===== src/rtl/orl_pkg.sv =====
package orl_pkg;

   // Channel numbering used across the limiter
   typedef enum logic [0:0] {
      CH_A = 1'b0,
      CH_B = 1'b1
   } orl_chan_e;

   localparam int unsigned ORL_CHANNELS = 2;

   // Which limit_en bit belongs to a channel (A uses the upper bit)
   function automatic int unsigned orl_en_bit(input int unsigned ch);
      return ORL_CHANNELS - 1 - ch;
   endfunction

endpackage


===== src/rtl/orl_limit_bank.sv =====
module orl_limit_bank #(
   parameter int unsigned DATA_W  = 16,
   parameter int unsigned ENTRIES = 16,
   parameter int unsigned SEL_W   = 4
) (
   input  logic                       clk,
   input  logic                       rst_n,
   input  logic                       wr_en,
   input  logic [SEL_W-1:0]           wr_addr,
   input  logic [2*DATA_W-1:0]        wr_data,
   input  logic [SEL_W-1:0]           rd_sel,
   output logic signed [DATA_W-1:0]   rd_lo,
   output logic signed [DATA_W-1:0]   rd_hi
);

   localparam int unsigned WORD_W = 2 * DATA_W;
   localparam logic [DATA_W-1:0] LO_RST = {1'b1, {(DATA_W-1){1'b0}}};
   localparam logic [DATA_W-1:0] HI_RST = {1'b0, {(DATA_W-1){1'b1}}};
   localparam logic [WORD_W-1:0] WORD_RST = {HI_RST, LO_RST};

   generate
      if (ENTRIES != (1 << SEL_W)) begin : g_bad_depth
         $error("orl_limit_bank: ENTRIES must equal 2**SEL_W");
      end
   endgenerate

   logic [WORD_W-1:0] rows [ENTRIES];

   generate
      for (genvar i = 0; i < ENTRIES; i++) begin : g_row
         always_ff @(posedge clk or negedge rst_n) begin
            if (!rst_n) begin
               rows[i] <= WORD_RST;
            end else if (wr_en && (wr_addr == SEL_W'(i))) begin
               rows[i] <= wr_data;
            end
         end
      end
   endgenerate

   // Read sees pre-write contents in a cycle that also writes
   logic [WORD_W-1:0] rd_word;
   assign rd_word = rows[rd_sel];
   assign rd_hi   = $signed(rd_word[WORD_W-1:DATA_W]);
   assign rd_lo   = $signed(rd_word[DATA_W-1:0]);

   a_r2_write_lands: assert property (@(posedge clk) disable iff (!rst_n)
      wr_en |=> (rows[$past(wr_addr)] == $past(wr_data)));

   a_r9_old_word_on_collision: assert property (@(posedge clk) disable iff (!rst_n)
      (wr_en && (wr_addr == rd_sel) && (rd_word != wr_data))
      |=> (rows[$past(rd_sel)] != $past(rd_word)));

endmodule


===== src/rtl/orl_clamp_stage.sv =====
module orl_clamp_stage #(
   parameter int unsigned DATA_W = 16
) (
   input  logic                      clk,
   input  logic                      rst_n,
   input  logic                      en,
   input  logic signed [DATA_W-1:0]  in_data,
   input  logic                      in_vld,
   input  logic signed [DATA_W-1:0]  lo,
   input  logic signed [DATA_W-1:0]  hi,
   output logic signed [DATA_W-1:0]  out_data,
   output logic                      out_vld
);

   generate
      if (DATA_W < 2) begin : g_bad_width
         $error("orl_clamp_stage: DATA_W must be at least 2");
      end
   endgenerate

   logic                     under;
   logic                     over;
   logic signed [DATA_W-1:0] picked;

   always_comb begin
      under  = in_data < lo;
      over   = in_data > hi;
      picked = in_data;
      if (en) begin
         if (under)     picked = lo;
         else if (over) picked = hi;
      end
   end

   always_ff @(posedge clk or negedge rst_n) begin
      if (!rst_n) begin
         out_data <= '0;
         out_vld  <= 1'b0;
      end else begin
         out_vld <= in_vld;
         if (in_vld) out_data <= picked;
      end
   end

   a_r4_floor: assert property (@(posedge clk) disable iff (!rst_n)
      (in_vld && en && (in_data < lo)) |=> (out_data == $past(lo)));

   a_r5_ceiling: assert property (@(posedge clk) disable iff (!rst_n)
      (in_vld && en && (in_data > hi) && (lo <= hi)) |=> (out_data == $past(hi)));

   a_r6_inside: assert property (@(posedge clk) disable iff (!rst_n)
      (in_vld && (in_data >= lo) && (in_data <= hi)) |=> (out_data == $past(in_data)));

   a_r7_bypass: assert property (@(posedge clk) disable iff (!rst_n)
      (in_vld && !en) |=> (out_data == $past(in_data)));

   a_r8_valid_delay: assert property (@(posedge clk) disable iff (!rst_n)
      in_vld |=> out_vld);

   a_r8_hold_idle: assert property (@(posedge clk) disable iff (!rst_n)
      !in_vld |=> (!out_vld && $stable(out_data)));

endmodule


===== src/rtl/orl_range_limiter.sv =====
module orl_range_limiter #(
   parameter int unsigned DATA_W  = 16,
   parameter int unsigned ENTRIES = 16,
   parameter int unsigned SEL_W   = 4
) (
   input  logic                      clk,
   input  logic                      rst_n,
   input  logic [1:0]                limit_en,
   input  logic                      a_wr_en,
   input  logic [SEL_W-1:0]          a_wr_addr,
   input  logic [2*DATA_W-1:0]       a_wr_data,
   input  logic [SEL_W-1:0]          a_sel,
   input  logic signed [DATA_W-1:0]  a_in,
   input  logic                      a_in_vld,
   output logic signed [DATA_W-1:0]  a_out,
   output logic                      a_out_vld,
   input  logic                      b_wr_en,
   input  logic [SEL_W-1:0]          b_wr_addr,
   input  logic [2*DATA_W-1:0]       b_wr_data,
   input  logic [SEL_W-1:0]          b_sel,
   input  logic signed [DATA_W-1:0]  b_in,
   input  logic                      b_in_vld,
   output logic signed [DATA_W-1:0]  b_out,
   output logic                      b_out_vld
);
   import orl_pkg::*;

   localparam int unsigned NCH    = ORL_CHANNELS;
   localparam int unsigned WORD_W = 2 * DATA_W;

   generate
      if (ENTRIES != (1 << SEL_W)) begin : g_bad_cfg
         $error("orl_range_limiter: ENTRIES must equal 2**SEL_W");
      end
   endgenerate

   logic                     ch_wr_en   [NCH];
   logic [SEL_W-1:0]         ch_wr_addr [NCH];
   logic [WORD_W-1:0]        ch_wr_data [NCH];
   logic [SEL_W-1:0]         ch_sel     [NCH];
   logic signed [DATA_W-1:0] ch_in      [NCH];
   logic                     ch_in_vld  [NCH];
   logic signed [DATA_W-1:0] ch_lo      [NCH];
   logic signed [DATA_W-1:0] ch_hi      [NCH];
   logic signed [DATA_W-1:0] ch_out     [NCH];
   logic                     ch_out_vld [NCH];

   always_comb begin
      ch_wr_en[CH_A]   = a_wr_en;
      ch_wr_addr[CH_A] = a_wr_addr;
      ch_wr_data[CH_A] = a_wr_data;
      ch_sel[CH_A]     = a_sel;
      ch_in[CH_A]      = a_in;
      ch_in_vld[CH_A]  = a_in_vld;
      ch_wr_en[CH_B]   = b_wr_en;
      ch_wr_addr[CH_B] = b_wr_addr;
      ch_wr_data[CH_B] = b_wr_data;
      ch_sel[CH_B]     = b_sel;
      ch_in[CH_B]      = b_in;
      ch_in_vld[CH_B]  = b_in_vld;
   end

   generate
      for (genvar c = 0; c < NCH; c++) begin : g_chan
         orl_limit_bank #(
            .DATA_W  (DATA_W),
            .ENTRIES (ENTRIES),
            .SEL_W   (SEL_W)
         ) u_bank (
            .clk     (clk),
            .rst_n   (rst_n),
            .wr_en   (ch_wr_en[c]),
            .wr_addr (ch_wr_addr[c]),
            .wr_data (ch_wr_data[c]),
            .rd_sel  (ch_sel[c]),
            .rd_lo   (ch_lo[c]),
            .rd_hi   (ch_hi[c])
         );

         orl_clamp_stage #(
            .DATA_W (DATA_W)
         ) u_clamp (
            .clk      (clk),
            .rst_n    (rst_n),
            .en       (limit_en[orl_en_bit(c)]),
            .in_data  (ch_in[c]),
            .in_vld   (ch_in_vld[c]),
            .lo       (ch_lo[c]),
            .hi       (ch_hi[c]),
            .out_data (ch_out[c]),
            .out_vld  (ch_out_vld[c])
         );
      end
   endgenerate

   assign a_out     = ch_out[CH_A];
   assign a_out_vld = ch_out_vld[CH_A];
   assign b_out     = ch_out[CH_B];
   assign b_out_vld = ch_out_vld[CH_B];

   // traffic on B's write port leaves A's output path untouched
   a_r10_isolated_a: assert property (@(posedge clk) disable iff (!rst_n)
      (b_wr_en && !a_wr_en && a_in_vld && !limit_en[1]) |=> (a_out == $past(a_in)));

   a_r1_first_cycle_idle: assert property (@(posedge clk)
      !rst_n |=> (!a_out_vld && !b_out_vld));

endmodule


===== config.mk =====
export PLATFORM = sky130hd
export DESIGN_NAME = orl_range_limiter
export DESIGN_NICKNAME = d
export VERILOG_FILES = /design/src/rtl/orl_pkg.sv /design/src/rtl/orl_limit_bank.sv /design/src/rtl/orl_clamp_stage.sv /design/src/rtl/orl_range_limiter.sv
export SDC_FILE = /design/constraint.sdc
export NUM_CORES = 1
export LEC_CHECK = 0
export CORE_MARGIN = 1.5
export CORE_UTILIZATION = 33
export DETAILED_ROUTE_END_ITERATION = 10
export DONT_BUFFER_PORTS = 1
export PLACE_DENSITY = 0.45
export SLEW_MARGIN = 15
export SYNTH_ARGS = -nofsm -noshare
export SYNTH_HDL_FRONTEND = slang
export SYNTH_SLANG_ARGS = --single-unit

===== constraint.sdc =====
create_clock -name clk -period 4.3 [get_ports clk]
set_clock_uncertainty 0.2 [all_clocks]
set_input_delay 0.86 -clock clk [delete_from_list [all_inputs] [get_ports clk]]
set_output_delay 0.86 -clock clk [all_outputs]
set_load 0.1 [all_outputs]

==> results.cfg, run 1 <==
[placed_design]
place_area_sq_um = 52790
portBuffers = 0
post-place-ws_ns = -1.366
detailed_place_hpwl_um = 79120
place_congestion = 0.8006

[sta]
fmax_mhz = 266.2
timing.final.crit_share_pct = 87.35
period_needed_ns = 3.756
rsz0062_at_grt = false
finalSetupViolCount = 0
final-hold-violation-count = 0
post-route-worst-setup-slack_ns = 0.5438
max-slew-margin-rel_pct = 29.42
drv_slew = 0
worstMarginPinSlew_ns = 1.059
hold-worst-slack_ns = 0.06559

[drt]
dr.pass1.iters = 5
post-route-drc-count = 0
wl_per_cell_um = 26.76
ant_nets = 0
post_drt_via_cell_ratio = 5.312
wl_um = 140700
vias = 27932
drtIter0Drc = 1286

[cts]
cts_tree = done
clk_latency_ns = 0.73
cts.sinks = 1058
clockBufferDepth = 3
clk_transition_reported_paths_ns = 0.06
htreeDepth = 3
cts_inserted_buffers = 120
root_buffer = clkbuf_16
cts_setup_buffers = 0

[critical_path]
regToRegStartpoint = g_chan[0].u_bank.rows[3]
crit_start = g_chan[0].u_bank.rows[3]
max_stage_delay_ns = 0.60
path_cells = mux4_2 -> mux4_2 -> inv_1 -> ha_1 -> a211oi_1 -> a211oi_1 -> o31a_1 -> a211oi_2 -> mux2i_4 -> buf_4 -> a31oi_1 -> o31ai_1
slowest_stage = mux4_2
reg2reg_slack_ns = 0.54
cp-start-kind = flop
worstRegToRegCells = 12
critPathRequiredTime_ns = 4.72
end_kind = flop
cp_max_fo = 12
critPathKind = flop to flop
arrival_ns = 4.18
r2r-end = g_chan[0].u_clamp.out_data[5]

[logic_synthesis]
syn_area_per_cell_sq_um = 15.76
synth-async-reset-ratio_pct = 100.0
ys_seq_elements = 1058
yosysTopAreaCellShare_pct = 27.14
ys_types = 47
synth_top_cell_by_area = dfrtp_1
yosysSeqAreaShare_pct = 53.87
syn-num-nets = 3376
synth_flop_cell = dfrtp_1
syn-instance-count = 3194
synthTopCellsByArea = dfrtp_1, dfstp_2, mux2_2, mux4_2, ha_1
ys_warn_count = 0
syn-cell-area_sq_um = 50340
synth_edf_count = 0

[final_layout]
drive_above_1_share_pct = 67.41
area_growth_syn_to_layout_pct = 13.35
final_nets = 3310
finalInstanceArea_sq_um = 57060
final_cell_mix = mux2_2, dfrtp_1, dfstp_2, mux4_2, clkbuf_16
n_antenna_cell = 0
final_common_cell = mux2_2
utilization_pct = 37.61

[pwr]
ir_worst_vdd_v = 0.0003779
p_leak_nw = 22.63
power_density_nw_per_um2 = 543.6
p_total_w = 0.03102

[floorplanning]
rows = 143
floorplan.die_area_sq_um = 154900
ios = 154
die_w_um = 393.6
core_region_area_sq_um = 151700
initial_core_util_pct = 33.18
die_y_um = 393.6

[global_routing]
grt_overflow = 0
grt_pass1_wl_um = 211300
grt_pass1_vias = 31244
grt_max_degree = 211
antenna_found_initial = 3
grt_usage_pct = 18.25

[outcome]
outcome = complete, no violations

[run]
cap_violations = 0

[min_path]
hold_path.class = input port to async pin
[registers in the layout (all words and copies together), names as in the netlist]
| signal | cells |
|---|---|
| g_chan.u_clamp.out_data | 32 |
| g_chan.u_clamp.out_vld | 2 |
| g_chan.u_bank.rows | 1024 |
[power by group]
group          switching (W)  internal (W)
Sequential           0.00179        0.0131
Combinational        0.00214       0.00350
Clock                0.00419       0.00634
[Yosys cell counts (31+ instances only)]
library cell and number:
mux4_2 303, buf_1 48, inv_1 55, o21ai_0 60, nand2_1 45, dfstp_2 512, buf_2 31, mux2_2 1041
dfrtp_1 546, nor2_1 65, ha_1 62, clkbuf_1 180, mux2i_1 50
[worst max-delay path: cells and delay by family, from the launching register on]
| family | cells | cell delay, ns |
|---|---|---|
| DFF | 1 | 0.37 |
| muxes | 3 | 1.39 |
| AOI/OAI and AO/OA | 6 | 1.11 |
| buffers and inverters | 2 | 0.34 |
| adders and majority gates | 1 | 0.24 |
[layout make-up]
type	count	area, sq um
Clock inverter	37	470.5
Clock buffer	185	3641
Tap cell	2030	2540
Fill cell	14147	94670
Sequential cell	1058	27120
Timing Repair Buffer	80	977.2
Multi-Input combinational cell	1813	22110
Inverter	55	206.4
[per-layer routing]
metal / up-vias / wire length [um] / global-route usage (%)
met3: 252 / 6264 / 3.633
met5: - / 11 / 0
li1: 11776 / - / -
met2: 554 / 69320 / 30.85
met1: 15348 / 60820 / 23.56
met4: 2 / 4299 / 5.543
[cell families after synthesis]
kind of cell / after synthesis / share of synthesized area (%)
flip-flops: 1058 / 53.87
adder cells (fa/ha/maj): 62 / 1.541
multiplexers: 1395 / 37.88
AO/OA/AOI/OAI: 165 / 2.262
buffers and inverters: 323 / 2.590
AND/OR/NAND/NOR: 191 / 1.857
[worst max path at each step]
stage,to,depth (start not counted)
floorplan,g_chan[0].u_clamp.out_data[4],15
global placement,g_chan[0].u_bank.rows[140],6
detailed placement,g_chan[0].u_bank.rows[267],6
CTS,g_chan[1].u_clamp.out_data[2],11
global route,g_chan[0].u_bank.rows[107],7
finish,g_chan[0].u_clamp.out_data[5],12
[stage by stage]
stage | TNS, ns | cells
after CTS | 0 | 5256
after floorplan | 0 | 3194
after global placement | -218.81 | 5028
final | 0 | 5258
after detailed placement | -295.30 | 5028
after global routing | 0 | 5258
[timing repair]
item,in CTS,in global routing
resized for setup,0,0
hold buffers,4,0
hold endpoints to repair,35,0
setup endpoints to repair,133,0
Note: power is estimated with default switching activity, not from simulation.
==> run 2, diff against run 1 <==
CELL_PAD_IN_SITES_DETAIL_PLACEMENT = 0   (was default)
CELL_PAD_IN_SITES_GLOBAL_PLACEMENT = 1   (was default)
PLACE_DENSITY = 0.51   (was 0.45)
==> run 2 against run 1 <==
  * The run now ends with negative hold slack left
  * Clock power is essentially flat
  * Largest cell class unchanged
  * Die area is the same
  * Count of clock-buffer cells in the layout grew 22
  * Largest power group unchanged
  * Combinational power grew 1%
  * Global-route usage grew 0.42 points
  * Cell count grew 0.42%
  * Cell area grew 0.26%
  * Non-clock buffer count grew 9
  * Worst hold slack lost 0.38 ns
  * Utilization grew 0.096 points
  * Maximum frequency shrank 7.1%
  * Wire length grew 2.1%
==> results.cfg, run 2 (synthesized netlist as in run 1, its figures left out) <==
[outcome]
outcome = finished with violations
violations = negative hold slack

[cts]
root_buffer = clkbuf_16
cts_setup_buffers = 0
cts_resized = 0
clk_latency_ns = 0.73
clk_transition_reported_paths_ns = 0.06
cts_tree = done
cts_inserted_buffers = 130
htreeDepth = 4
cts.sinks = 1058
clockBufferDepth = 3

[sta]
worstMarginPinSlew_ns = 1.171
fmax_mhz = 247.4
hold-worst-slack_ns = -0.3162
final-hold-violation-count = 93
rsz0062_at_grt = false
setup_tns_ns = 0
max-slew-margin-rel_pct = 21.92
timing.final.crit_share_pct = 93.99
finalSetupViolCount = 0
drv_slew = 0
period_needed_ns = 4.041

[floorplanning]
core_region_area_sq_um = 151700
rows = 143
floorplan.die_area_sq_um = 154900
die_w_um = 393.6
die_y_um = 393.6
initial_core_util_pct = 33.18
ios = 154

[run]
cap_violations = 0

[min_path]
hold_path.class = input port to async pin

[pwr]
combinationalPowerShare_pct = 18.3
power_frac_seq_pct = 47.4
switching_share_pct = 26.27
clkPwrFrac_pct = 34.3
power_density_nw_per_um2 = 545.8
p_leak_nw = 22.69
power.switching_w = 0.008204
ir_worst_vdd_v = 0.0003090
intPower_w = 0.02302

[placed_design]
detailed_place_hpwl_um = 81710
place_congestion = 0.8263
portBuffers = 0

[critical_path]
cp_num_buf_inv = 1
critPathRequiredTime_ns = 4.63
end_kind = flop
critPathKind = flop to flop
cpLargestDelayFamily = compound AO/OA/AOI/OAI gates
arrival_ns = 4.38
slowest_stage = nor4_4
cp-start-kind = flop
max_stage_delay_ns = 0.94
reg2reg_slack_ns = 0.26
path_cells = mux4_2 -> mux2_2 -> o21ai_0 -> buf_4 -> ha_1 -> a211o_1 -> o31a_1 -> nor4_4 -> a221oi_1
cp_max_fo = 16

[drt]
wl_per_cell_um = 27.22
post_drt_via_cell_ratio = 5.277
drtIter0Drc = 1385
dr.pass1.iters = 5
wl_um = 143700
vias = 27864
post-route-drc-count = 0
ant_nets = 0

[global_routing]
grt_overflow = 0
grt_pass1_vias = 31181
grt_pass1_wl_um = 213500
grt_usage_pct = 18.67
antenna_found_initial = 4
grt_max_degree = 233

[final_layout]
final_common_cell = mux2_2
layout.filler_cells = 14117
largest_reg_flops = 1024
largestRegisters = g_chan.u_bank.rows (1024), g_chan.u_clamp.out_data (32), g_chan.u_clamp.out_vld (2)
final_cell_mix = mux2_2, dfrtp_1, dfstp_2, mux4_2, clkbuf_16
area_growth_syn_to_layout_pct = 13.64
drive_above_1_share_pct = 67.08
top_register = g_chan.u_bank.rows
n_antenna_cell = 0
final_nets = 3329
run 2: cell types whose count changed in the layout (fill, tap and decap cells not counted), sizes merged:
cell	previous run	this run
buf	75	84
clkinv	21	14
clkbuf	185	207
inv	60	64
bufbuf	2	0
dlygate4sd3	3	5
bufinv	9	3
run 2: worst paths after layout:
kind,from,endpoint,cells after the start
max,g_chan[1].u_bank.rows[131],g_chan[1].u_clamp.out_data[1],9
min,rst_n,g_chan[1].u_clamp.out_data[5],0
max reg2reg,g_chan[1].u_bank.rows[131],g_chan[1].u_clamp.out_data[1],9
min reg2reg,g_chan[1].u_bank.rows[13],g_chan[1].u_bank.rows[13],1
max in group asynchronous,rst_n,g_chan[1].u_bank.rows[447],2
min in group clk,b_wr_data[7],g_chan[1].u_bank.rows[7],1
run 2: stage by stage:
step                      cell area, sq um  power [W]  utilization (%)  cells  setup WS (ns)
after floorplan                      50590    0.01912                -   3194       0.006108
after global placement               52870    0.02034            34.84   5037        -0.2515
after detailed placement             52920    0.02076            34.88   5039        -0.3813
after CTS                            57170    0.03170            37.68   5278         0.1811
after global routing                 57200    0.03283            37.70   5280        0.03400
final                                57200    0.03122            37.70   5280         0.2586
run 2: layout make-up:
class / instances / area, sq um / area share (%)
sequential: 1058 / 27120 / 47.40
clock buffer: 207 / 3908 / 6.831
clock inverter: 28 / 299.0 / 0.5227
inverter: 55 / 206.4 / 0.3609
timing repair buffer: 89 / 1021 / 1.785
tap: 2030 / 2540 / 4.440
multi-input combinational: 1813 / 22120 / 38.66
run 2: power groups by stage:
stage	sequential (W)	combinational [W]	clock [W]
after floorplan	0.0145	0.00458	0
after global placement	0.0147	0.00560	0
after detailed placement	0.0150	0.00579	0
after CTS	0.0148	0.00581	0.0111
after global routing	0.0151	0.00620	0.0115
final	0.0148	0.00570	0.0107
run 2: metal layers:
layer	vias to the layer above	global-route usage, %	wire, um
met3	218	4.741	7838
met1	15235	23.58	60740
met5	-	0	13
met4	2	6.591	4490
met2	564	30.97	70630
li1	11845	-	-
run 2: repair_timing:
action | CTS | global route
hold buffers | 4 | 1
endpoints found under the hold margin | 172 | 169
endpoints found under the setup margin | 0 | 2
